===== config.mk =====
export PLATFORM = sky130hd
export DESIGN_NAME = sts_guard
export DESIGN_NICKNAME = d
export VERILOG_FILES = /design/src/rtl/sts_pkg.sv /design/src/rtl/sts_region_dec.sv /design/src/rtl/sts_wel_latch.sv /design/src/rtl/sts_nv_bits.sv /design/src/rtl/sts_wr_tracker.sv /design/src/rtl/sts_guard.sv
export SDC_FILE = /design/constraint.sdc
export NUM_CORES = 1
export LEC_CHECK = 0
export BUFFER_PORTS_ARGS = -buffer_cell sky130_fd_sc_hd__buf_2
export CAP_MARGIN = 10
export CORE_MARGIN = 5
export CORE_UTILIZATION = 31
export DETAILED_ROUTE_END_ITERATION = 16
export PLACE_DENSITY = 0.73
export REMOVE_ABC_BUFFERS = 1
export SKIP_LAST_GASP = 1
export SYNTH_ARGS = -nofsm -noshare
export SYNTH_HDL_FRONTEND = slang
export SYNTH_SLANG_ARGS = --single-unit
export TNS_END_PERCENT = 1

===== constraint.sdc =====
create_clock -name clk -period 1.15 [get_ports clk]
set_clock_uncertainty 0.05 [all_clocks]
set_input_delay 0 -clock clk [delete_from_list [all_inputs] [get_ports clk]]
set_output_delay 0 -clock clk [all_outputs]
set_load 0.02 [all_outputs]

===== src/rtl/sts_pkg.sv =====
package sts_pkg;

    // Nonvolatile part of the status byte
    typedef struct packed {
        logic       lock;
        logic [1:0] level;
    } nv_t;

    typedef enum logic {
        WK_PAGE = 1'b0,
        WK_STAT = 1'b1
    } wkind_e;

    localparam int STS_W = 8;

    // Protection test on the two most significant address bits
    function automatic logic level_hits(input logic [1:0] level, input logic [1:0] top2);
        logic hit;
        case (level)
            2'd0:    hit = 1'b0;
            2'd1:    hit = (top2 == 2'b11);
            2'd2:    hit = top2[1];
            default: hit = 1'b1;
        endcase
        return hit;
    endfunction

    function automatic nv_t nv_from_byte(input logic [7:0] b);
        nv_t n;
        n.lock  = b[7];
        n.level = b[3:2];
        return n;
    endfunction

    function automatic logic [STS_W-1:0] pack_status(input nv_t nv, input logic wel, input logic busy);
        return {nv.lock, 3'b000, nv.level, wel, busy};
    endfunction

endpackage


===== src/rtl/sts_region_dec.sv =====
module sts_region_dec
    import sts_pkg::*;
(
    input  logic [1:0] level_i,
    input  logic [1:0] top2_i,
    output logic       hit_o
);
    always_comb hit_o = level_hits(level_i, top2_i);
endmodule


===== src/rtl/sts_wel_latch.sv =====
module sts_wel_latch (
    input  logic clk,
    input  logic rst,
    input  logic por,
    input  logic set_i,
    input  logic clr_i,
    input  logic end_i,
    output logic wel_o
);
    logic wel_q;

    always_ff @(posedge clk) begin
        if (por || rst)   wel_q <= 1'b0;
        else if (end_i)   wel_q <= 1'b0;
        else if (clr_i)   wel_q <= 1'b0;
        else if (set_i)   wel_q <= 1'b1;
    end

    assign wel_o = wel_q;
endmodule


===== src/rtl/sts_nv_bits.sv =====
module sts_nv_bits
    import sts_pkg::*;
#(
    parameter logic [1:0] DEF_LEVEL = 2'b00,
    parameter logic       DEF_LOCK  = 1'b0
) (
    input  logic clk,
    input  logic por,
    input  logic load_i,
    input  nv_t  val_i,
    output nv_t  nv_o
);
    nv_t nv_q;

    always_ff @(posedge clk) begin
        if (por)         nv_q <= '{lock: DEF_LOCK, level: DEF_LEVEL};
        else if (load_i) nv_q <= val_i;
    end

    assign nv_o = nv_q;
endmodule


===== src/rtl/sts_wr_tracker.sv =====
module sts_wr_tracker
    import sts_pkg::*;
(
    input  logic   clk,
    input  logic   rst,
    input  logic   por,
    input  logic   go_i,
    input  wkind_e kind_i,
    input  nv_t    pend_i,
    input  logic   done_i,
    output logic   busy_o,
    output logic   fin_o,
    output logic   fin_stat_o,
    output nv_t    pend_o
);
    logic   busy_q;
    wkind_e kind_q;
    nv_t    pend_q;

    always_ff @(posedge clk) begin
        if (por || rst) begin
            busy_q <= 1'b0;
            kind_q <= WK_PAGE;
            pend_q <= '0;
        end else if (go_i) begin
            busy_q <= 1'b1;
            kind_q <= kind_i;
            pend_q <= pend_i;
        end else if (done_i && busy_q) begin
            busy_q <= 1'b0;
        end
    end

    assign busy_o     = busy_q;
    assign fin_o      = done_i && busy_q;
    assign fin_stat_o = fin_o && (kind_q == WK_STAT);
    assign pend_o     = pend_q;
endmodule


===== src/rtl/sts_guard.sv =====
module sts_guard
    import sts_pkg::*;
#(
    parameter int         ADDR_W    = 16,
    parameter logic [1:0] DEF_LEVEL = 2'b00,
    parameter logic       DEF_LOCK  = 1'b0
) (
    input  logic              clk,
    input  logic              rst,
    input  logic              por,
    input  logic              wp_i,
    input  logic              cmd_wren_i,
    input  logic              cmd_wrdi_i,
    input  logic              pw_req_i,
    input  logic [ADDR_W-1:0] pw_addr_i,
    input  logic              sw_req_i,
    input  logic [7:0]        sw_data_i,
    input  logic              nvm_done_i,
    output logic [7:0]        status_o,
    output logic              pw_ok_o,
    output logic              sw_ok_o,
    output logic              pw_go_o,
    output logic              sw_go_o
);
    localparam int TOP_LSB = ADDR_W - 2;

    nv_t    nv, pend;
    logic   wel, busy, fin, fin_stat, hit, go;
    wkind_e kind;

    logic unused_bits;
    assign unused_bits = ^{sw_data_i[6:4], sw_data_i[1:0], pw_addr_i[TOP_LSB-1:0]};

    sts_region_dec u_dec (
        .level_i (nv.level),
        .top2_i  (pw_addr_i[ADDR_W-1:TOP_LSB]),
        .hit_o   (hit)
    );

    always_comb begin
        pw_ok_o = wel && !busy && !hit;
        sw_ok_o = wel && !busy && !(nv.lock && !wp_i);
        pw_go_o = pw_req_i && pw_ok_o;
        sw_go_o = sw_req_i && sw_ok_o && !pw_req_i;
        go      = pw_go_o || sw_go_o;
        kind    = sw_go_o ? WK_STAT : WK_PAGE;
    end

    sts_wr_tracker u_trk (
        .clk        (clk),
        .rst        (rst),
        .por        (por),
        .go_i       (go),
        .kind_i     (kind),
        .pend_i     (nv_from_byte(sw_data_i)),
        .done_i     (nvm_done_i),
        .busy_o     (busy),
        .fin_o      (fin),
        .fin_stat_o (fin_stat),
        .pend_o     (pend)
    );

    sts_wel_latch u_wel (
        .clk   (clk),
        .rst   (rst),
        .por   (por),
        .set_i (cmd_wren_i),
        .clr_i (cmd_wrdi_i),
        .end_i (fin),
        .wel_o (wel)
    );

    sts_nv_bits #(
        .DEF_LEVEL (DEF_LEVEL),
        .DEF_LOCK  (DEF_LOCK)
    ) u_nv (
        .clk    (clk),
        .por    (por),
        .load_i (fin_stat),
        .val_i  (pend),
        .nv_o   (nv)
    );

    assign status_o = pack_status(nv, wel, busy);
endmodule


# --- Word level (Yosys, flattened, before mapping) ---
# Cells that the tools add are included.
classes:
  n_eq_ne: 3
  mux: 4
  reduce_logical: 19
ops:
  columns: ["cell", "count"]
  rows:
  - ["1-bit logical AND", 9]
  - ["1-bit logical NOT", 5]
  - ["2-bit == test (second input constant)", 2]
  - ["1-bit 2-to-1 mux", 3]
  - ["1-bit one-hot mux with 3 select lines", 1]
  - ["3-bit OR reduction", 1]
  - ["2-bit by 1-bit == test with 1-bit output (second input constant)", 1]
  - ["2-bit logical NOT", 1]
  - ["1-bit logical OR", 2]
  - ["2-bit nonzero test", 1]
totals:
  inputBits: 33
  output_inout_bits: 12
  reg_bits: 9
  elab_cells: 33

# --- Longest topological paths before layout ---
# Gate-level depths: netlist (run 1).
depth:
  ltp_word: 8
  ltp_mapped: 4
  mapped_depth_nobuf: 4

# --- Cells and area by module ---
# Synthesis (run 1) repeated with hierarchy kept, for this count alone.
hier_totals:
  cells_unflattened: 50
  area_unflattened_um2: 474.2
by_module_without_submodules:
  columns: ["module", "instances", "seq_area_each_um2", "area_each_um2", "cells_each"]
  rows:
  - ["sts_wr_tracker", 1, 100.1, 201.4, 19]
  - ["sts_guard", 1, 0.0, 117.6, 16]
  - ["sts_nv_bits", 1, 60.1, 101.3, 9]
  - ["sts_wel_latch", 1, 20.0, 40.0, 3]
  - ["sts_region_dec", 1, 0.0, 13.8, 3]

# --- Worst setup path before layout (run 1) ---
# No wires, ideal clock.
synth_path:
  path_kind: "register to register"
  startpoint: "reg u_trk.busy_q (netlist: u_trk.busy_o)"
  endpoint: "reg u_trk.pend_q (netlist bit u_trk.pend_o[0])"
  n_path_buf: 0
  path_slack_ns: -0.290
  path_stages_with_launch: 5
  arrival_time_ns: 1.265
  required_ns: 0.975
  period_less_slack_ns: 1.440
  setup_time_ns: 0.125
  cell_sequence: "dfxtp_1 > nand2b_4 > a2111oi_4 > nor2_2 > mux2i_1"
synth_between:
  elab_chain_len: 6
  elab_cells_between_ends: 8
  cone_classes: "reduce/logical: 8"
synth_rtl:
  columns: ["item", "line_no", "text"]
  rows:
  - ["start, declared", "sts_wr_tracker.sv:16", "logic busy_q;"]
  - ["start signal, assigned", "sts_wr_tracker.sv:22", "busy_q <= 1'b0;"]
  - ["start signal, assigned", "sts_wr_tracker.sv:26", "busy_q <= 1'b1;"]
  - ["start signal, assigned", "sts_wr_tracker.sv:30", "busy_q <= 1'b0;"]
  - ["1-bit logical NOT", "sts_guard.sv:42", "sw_ok_o = wel && !busy && !(nv.lock && !wp_i);"]
  - ["1-bit logical AND (2 in series)", "sts_guard.sv:42", null]
  - ["1-bit logical AND (2 in series)", "sts_guard.sv:44", "sw_go_o = sw_req_i && sw_ok_o && !pw_req_i;"]
  - ["named net sw_go_o", "sts_guard.sv:23", "output logic sw_go_o"]
  - ["1-bit logical OR", "sts_guard.sv:45", "go = pw_go_o || sw_go_o;"]
  - ["end signal, assigned", "sts_wr_tracker.sv:28", "pend_q <= pend_i;"]
  - ["end, declared", "sts_wr_tracker.sv:18", "nv_t pend_q;"]
# The timed path passes the listed nets, and every way through them passes these cells.
# A chain may end at the register's enable or synchronous reset.

# --- Worst setup path after layout (run 1) ---
layout_path:
  startpoint: "reg u_trk.busy_q (netlist: u_trk.busy_o)"
  endpoint: "out sw_go_o"
layout_between:
  elab_chain_len: 5
layout_rtl:
  columns: ["item", "line_no"]
  rows:
  - ["1-bit logical NOT", "sts_guard.sv:42"]
  - ["1-bit logical AND (2 in series)", "sts_guard.sv:42"]
  - ["1-bit logical AND (2 in series)", "sts_guard.sv:44"]
  - ["end, declared", "sts_guard.sv:23"]
# Every way passes these cells.

==> metrics.cfg, run 1 <==
[status]
status = complete, but fails checks
failed_checks = setup timing

[synth]
synth_top_area_cell = dfxtp_1
ys_ff_latch = 9
synth_top_family_by_area = simple AND/OR/NAND/NOR gates
yosys-top-cells-count = dfxtp_1, nand2_1, mux2i_1, nor2_1, buf_4
synth_area_sq_um = 464
netlist.area_leader.share_pct = 38.8
post-synth-top-count-cell = dfxtp_1
netlist-cell-type-count = 19
synth-simple-area-share_pct = 20.2
netlist_top_cells_area = dfxtp_1, mux2i_1, buf_4
synthMuxAreaShare_pct = 12.9
postSynth.asyncResetShare_pct = 0
synth_xor_area_share_pct = 0
synth_adder_area_share_pct = 0
synth_flop_cell = dfxtp_1
synth.avg_cell_area_sq_um = 9.10
synth_compound_area_share_pct = 16.7
yosys_warnings = 0
synthCells = 51
synth_edf_count = 0
ys_seq_area_share_pct = 38.8

[setup_path]
crit_chain = nand2b_4 > a2111oi_4 > buf_4
rrSetupSlack_ns = -0.14
reg2reg_to = u_trk.pend_o[1]
crit_type = reg -> out
endpoint = sw_go_o
r2r_start = u_nv.nv_o[1]
crit_fanout = 3
worstSetupStartpointType = flip-flop
crit_family = flip-flops
end_kind = output port
crit_start = u_trk.busy_o
worstPathRequired_ns = 1.10
reg2reg_depth = 5
cp_slowest_cell = dfxtp_2
critical_path.max_stage_delay_ns = 0.32
cp.depth = 3
critPathBufInv = 1
cp_data_arrival_time_ns = 1.24

[clocking]
cts_tree = yes
cts.htree.levels = 1
clkSinkCount = 9
clock_latency_ns = 0.25
clk_pin_slew_worst_paths_ns = 0.06
clockBufferDepth = 2
cts-root-buf = clkbuf_4
cts_made_buffers = 3

[sta]
worst_slack_ns = -0.144
hold_viol = 0
rsz0062_at_grt = yes
final.period_utilization_pct = 113
setup_viol = 9
fmax_ghz = 0.773
slew_viol_final = 0
period_needed_ns = 1.29

[place]
dpl.hpwl_um = 819
dpl_worst_slack_ns = -0.122
portBuffers = 22
globalplace.congestion = 0.694

[pwr]
power_density_mw_per_mm2 = 846
p_sw_share_pct = 23.6
intPower_w = 0.000503
p_clk_share_pct = 35.8
p_sw_w = 0.000155
leakage_nw = 0.409
pwr-share-seq_pct = 48.1
irDropWorstVdd_mv = 0.394
combPwrFrac_pct = 16.1

[die]
core-area_sq_mm = 0.00145
die_y_um = 48.7
start_util_pct = 31.9
die-area_sq_mm = 0.00237
placementRows = 14
dieWidth_um = 48.7
pin_count = 45

[cells_and_area]
post-route-util_pct = 53.5
n_antenna_cell = 0
finalNetCount = 126
area.growth.synth_to_final_pct = 67.7
drive_gt1_share_pct = 46.7

[routing]
drt-total-wl_mm = 1.22
postRouteAntennaNets = 0
drc = 0
routedWlPerCell_um = 11.3
firstDrtPassIters = 2
vias = 470
drt_iter0_drc = 2
avgViaCountPerCell = 4.35

[grt]
grt_max_degree = 8
grtUsageTotal_pct = 9.89
overflow = 0
antenna_found_initial = 0
grt_pass1_wl_mm = 1.81
first_global_vias = 423

[hold_path]
hp-class = in -> reg

[run]
maxCapViolCount = 0

[cell usage in the layout (no fill, tap or decap), drive strengths merged]
| cell | n |
|---|---|
| a21oi | 3 |
| dfxtp | 9 |
| nand2b | 1 |
| nor2b | 1 |
| clkbuf | 4 |
| nor2 | 7 |
| nand2 | 7 |
| mux2i | 6 |
| o2111a | 1 |
| a2111oi | 2 |
| nand3 | 1 |
| inv | 3 |
| buf | 32 |
| o21ai | 1 |
| dlygate4sd3 | 8 |
| or2b | 1 |
| o211a | 1 |
| conb | 3 |
| or2 | 1 |
[sequential cells by signal, indices dropped and copies added (netlist names)]
register,cells
u_nv.nv_o,3
u_trk.busy_o,1
u_trk.pend_o,3
u_wel.wel_o,1
u_trk.kind_q,1
[power by group through the flow]
| stage | clock, W | combinational, W | sequential [W] |
|---|---|---|---|
| 6_report | 0.000236 | 0.000106 | 0.000317 |
| 5_1_grt | 0.000267 | 0.000114 | 0.000317 |
| 4_1_cts | 0.000247 | 0.000103 | 0.000317 |
| 3_5_place_dp | 0 | 0.0000759 | 0.000323 |
| 3_3_place_gp | 0 | 0.0000749 | 0.000323 |
| 2_1_floorplan | 0 | 0.0000352 | 0.000325 |
[logic make-up after synthesis]
| kind of cell | Yosys count |
|---|---|
| flops | 9 |
| buf+inv | 8 |
| simple gates | 19 |
| other cells | 1 |
| compound gates | 8 |
| mux | 6 |
[cell type report]
cell class,count,area [sq um]
Fill cell,141,676
Sequential cell,9,184
Clock buffer,4,26.3
Timing Repair Buffer,40,282
Multi-Input combinational cell,36,255
Inverter,3,11.3
Tap cell,16,20.0
[repair_timing]
item                       4_1_cts  5_1_grt
hold buffers                     8        0
hold endpoints to repair         8        0
pin swaps                        2        1
buffers inserted                 2        0
setup endpoints to repair        8       12
gates resized for setup         10        1
[worst min-delay path by stage]
stage,startpoint,to,slack [ns],cells past startpoint
after floorplan,pw_req_i,sw_go_o,-0.01,1
after global placement,cmd_wrdi_i,u_wel.wel_o,0.13,2
after detailed placement,cmd_wrdi_i,u_wel.wel_o,0.13,2
after CTS,rst,u_trk.kind_q,0.05,4
after global routing,rst,u_trk.kind_q,0.09,4
final,rst,u_trk.kind_q,0.07,4
[routing by layer]
layer	part of all wire, %	track usage [%]
met1	40	10.1
met4	0	5.38
met2	51	16.7
met3	9.2	4.29
met5	0	0
[through the flow]
stage                     total power (W)  setup TNS (ns)  std cells  hold WS, ns  cell area (sq um)
after floorplan                  0.000360           -1.81         48      -0.0150                434
after global placement           0.000398          -0.269         94        0.128                624
after detailed placement         0.000399          -0.459         94        0.126                624
after CTS                        0.000666          -0.791        108       0.0528                777
after global routing             0.000698           -1.66        108       0.0949                778
final                            0.000658          -0.969        108       0.0684                778
[worst reg2reg max path: stages (launching register included)]
cell	delay [ns]
dfxtp_2	0.34
a21oi_1	0.05
o2111a_1	0.26
buf_4	0.15
nor2_4	0.17
mux2i_1	0.20
(Power assumes the default switching activity.)
==> inputs of run 2 (changes only) <==
--- a/config.mk
+++ b/config.mk
@@ -5,12 +5,11 @@
 export SDC_FILE = /design/constraint.sdc
 export NUM_CORES = 1
 export LEC_CHECK = 0
-export BUFFER_PORTS_ARGS = -buffer_cell sky130_fd_sc_hd__buf_2
 export CAP_MARGIN = 10
-export CORE_MARGIN = 5
-export CORE_UTILIZATION = 31
+export CORE_AREA = 5 5 42 44
 export DETAILED_ROUTE_END_ITERATION = 16
-export PLACE_DENSITY = 0.73
+export DIE_AREA = 0 0 47 49
+export DONT_BUFFER_PORTS = 1
 export REMOVE_ABC_BUFFERS = 1
 export SKIP_LAST_GASP = 1
 export SYNTH_ARGS = -nofsm -noshare
==> run 2 against run 1 <==
  * The flow still finishes with violations (setup timing)
  * Combinational power decreased by 25%
  * Global-route usage up 0.93 points
  * Wire length decreased by 1.4%
  * Total power decreased by 1.3%
  * Die area is 2.9% lower
  * Critical path depth stayed put
  * Largest power group unchanged
==> metrics.cfg, run 2 (synthesized netlist as in run 1, its figures left out) <==
[status]
status = complete, but fails checks
failed_checks = setup timing

[sta]
slew_viol_final = 0  ; unchanged
finalSetupTns_ns = -0.608  ; +0.361 ns
period_needed_ns = 1.25  ; -0.0454 ns
final.period_utilization_pct = 109  ; -4.0 points
setup_viol = 9  ; unchanged
worst_slack_ns = -0.0988  ; +0.0454 ns
fmax_ghz = 0.801  ; +3.6%
hold_viol = 0  ; unchanged
rsz0062_at_grt = yes

[grt]
antenna_found_initial = 0  ; unchanged
grtUsageTotal_pct = 10.8  ; +0.93 points
grt_pass1_wl_mm = 1.77  ; -2.6%
first_global_vias = 422  ; -0.24%
grt_max_degree = 8  ; unchanged
overflow = 0  ; unchanged

[clocking]
cts_made_buffers = 3  ; unchanged
clock_latency_ns = 0.27  ; +0.02 ns
cts-root-buf = clkbuf_4
cts_tree = yes
clockBufferDepth = 2  ; unchanged
cts.htree.levels = 1  ; unchanged
clk_pin_slew_worst_paths_ns = 0.07  ; about the same
clkSinkCount = 9  ; unchanged

[routing]
drc = 0  ; unchanged
postRouteAntennaNets = 0  ; unchanged
vias = 413  ; -12%
drt-total-wl_mm = 1.20  ; -1.4%
avgViaCountPerCell = 4.64  ; +6.6%
drt_iter0_drc = 7  ; +5
routedWlPerCell_um = 13.5  ; +20%
firstDrtPassIters = 4  ; +2

[pwr]
leakage_nw = 0.323  ; -21%
irDropWorstVdd_mv = 0.367  ; -6.8%
power_density_mw_per_mm2 = 955  ; +13%

[cells_and_area]
finalNetCount = 107  ; -15%
layout_common_cells = buf_4, dlygate4sd3_1, nand2_1, dfxtp_1
n_antenna_cell = 0  ; unchanged
area.growth.synth_to_final_pct = 46.6
design_area_sq_um = 681  ; -13%
layout.cells.most_common = buf_4
drive_gt1_share_pct = 31.5  ; -15 points

[setup_path]
cp_slowest_cell = dlygate4sd3_1
crit_chain = dlygate4sd3_1 > or2_2 > a2111oi_0
crit_type = in -> reg
worstSetupStartpointType = input pin
cp_data_arrival_time_ns = 1.33  ; +0.09 ns
critical_path.max_stage_delay_ns = 0.60  ; +0.28 ns
worstPathRequired_ns = 1.23  ; +0.13 ns
crit_fanout = 5  ; +2
crit_family = buffers and inverters
critPathBufInv = 1  ; unchanged
end_kind = flip-flop

[die]
dieWidth_um = 47  ; -3.5%
start_util_pct = 33.1  ; +1.2 points
die_y_um = 49  ; +0.63%
placementRows = 14  ; unchanged
core-area_sq_mm = 0.00140  ; -3.6%
pin_count = 45  ; unchanged
die-area_sq_mm = 0.00230  ; -2.9%

[place]
placed_area_sq_um = 537  ; -14%
dpl_worst_slack_ns = -0.143  ; -0.0205 ns
globalplace.congestion = 0.648  ; -6.6%
dpl.hpwl_um = 850  ; +3.7%
portBuffers = 0  ; -100%

[run]
maxCapViolCount = 0  ; unchanged

[hold_path]
hp-class = in -> reg

-- run 2: worst paths after layout --
| kind | end | cells past startpoint | slack (ns) | start |
|---|---|---|---|---|
| max | u_wel.wel_o | 3 | -0.1 | por |
| min | u_nv.nv_o[1] | 3 | 0.05 | nvm_done_i |
| max reg2reg | u_trk.pend_o[0] | 5 | -0.08 | u_trk.busy_o |
| min reg2reg | u_trk.pend_o[2] | 2 | 0.41 | u_trk.pend_o[2] |
-- run 2: worst reg2reg max path, cell delays in order (launching register included) --
cell	delay [ns]
dfxtp_2	0.34
nand2b_4	0.15
a2111oi_4	0.22
buf_4	0.19
nor2_4	0.05
mux2i_1	0.11
-- run 2: repair_timing --
item | CTS | global route
setup buffers | 1 | 0
hold buffers | 9 | 0
resized for setup | 6 | 1
hold endpoints to repair | 9 | 0
endpoints found under the setup margin | 8 | 13
pin swaps | 2 | 1
-- run 2: report_power, final --
| part | internal [W] | total, W | leakage [nW] | switching, W |
|---|---|---|---|---|
| registers | 0.000314 | 0.000317 | 0.0736 | 0.00000234 |
| clock network | 0.000134 | 0.000253 | 0.0150 | 0.000119 |
| logic | 0.0000388 | 0.0000799 | 0.234 | 0.0000410 |
| total | 0.000487 | 0.000650 | 0.323 | 0.000162 |
-- run 2: per-stage QoR --
| step | hold slack (ns) | total power (W) | cells | utilization (%) |
|---|---|---|---|---|
| after floorplan | -0.0150 | 0.000360 | 48 | - |
| after global placement | 0.0244 | 0.000371 | 75 | 38.3 |
| after detailed placement | 0.0269 | 0.000371 | 75 | 38.3 |
| after CTS | 0.0504 | 0.000650 | 89 | 48.5 |
| after global routing | 0.0932 | 0.000672 | 89 | 48.6 |
| final | 0.0490 | 0.000650 | 89 | 48.6 |
-- run 2: metal layers --
layer  track usage, %  vias up  wire (um)
met1             9.33      187        393
met3             2.58        2         98
met2             20.8       17        684
li1                 -      207          -
met4             5.53        0         24
met5                0        -          0
-- run 2: final cells by class --
cell class	count	area (sq um)
flip-flops and latches	9	183
fillers	158	721
repair buffers	21	184
multi-input cells	36	256
clock buffers	4	26.3
well taps	16	20.0
inverters	3	11.3
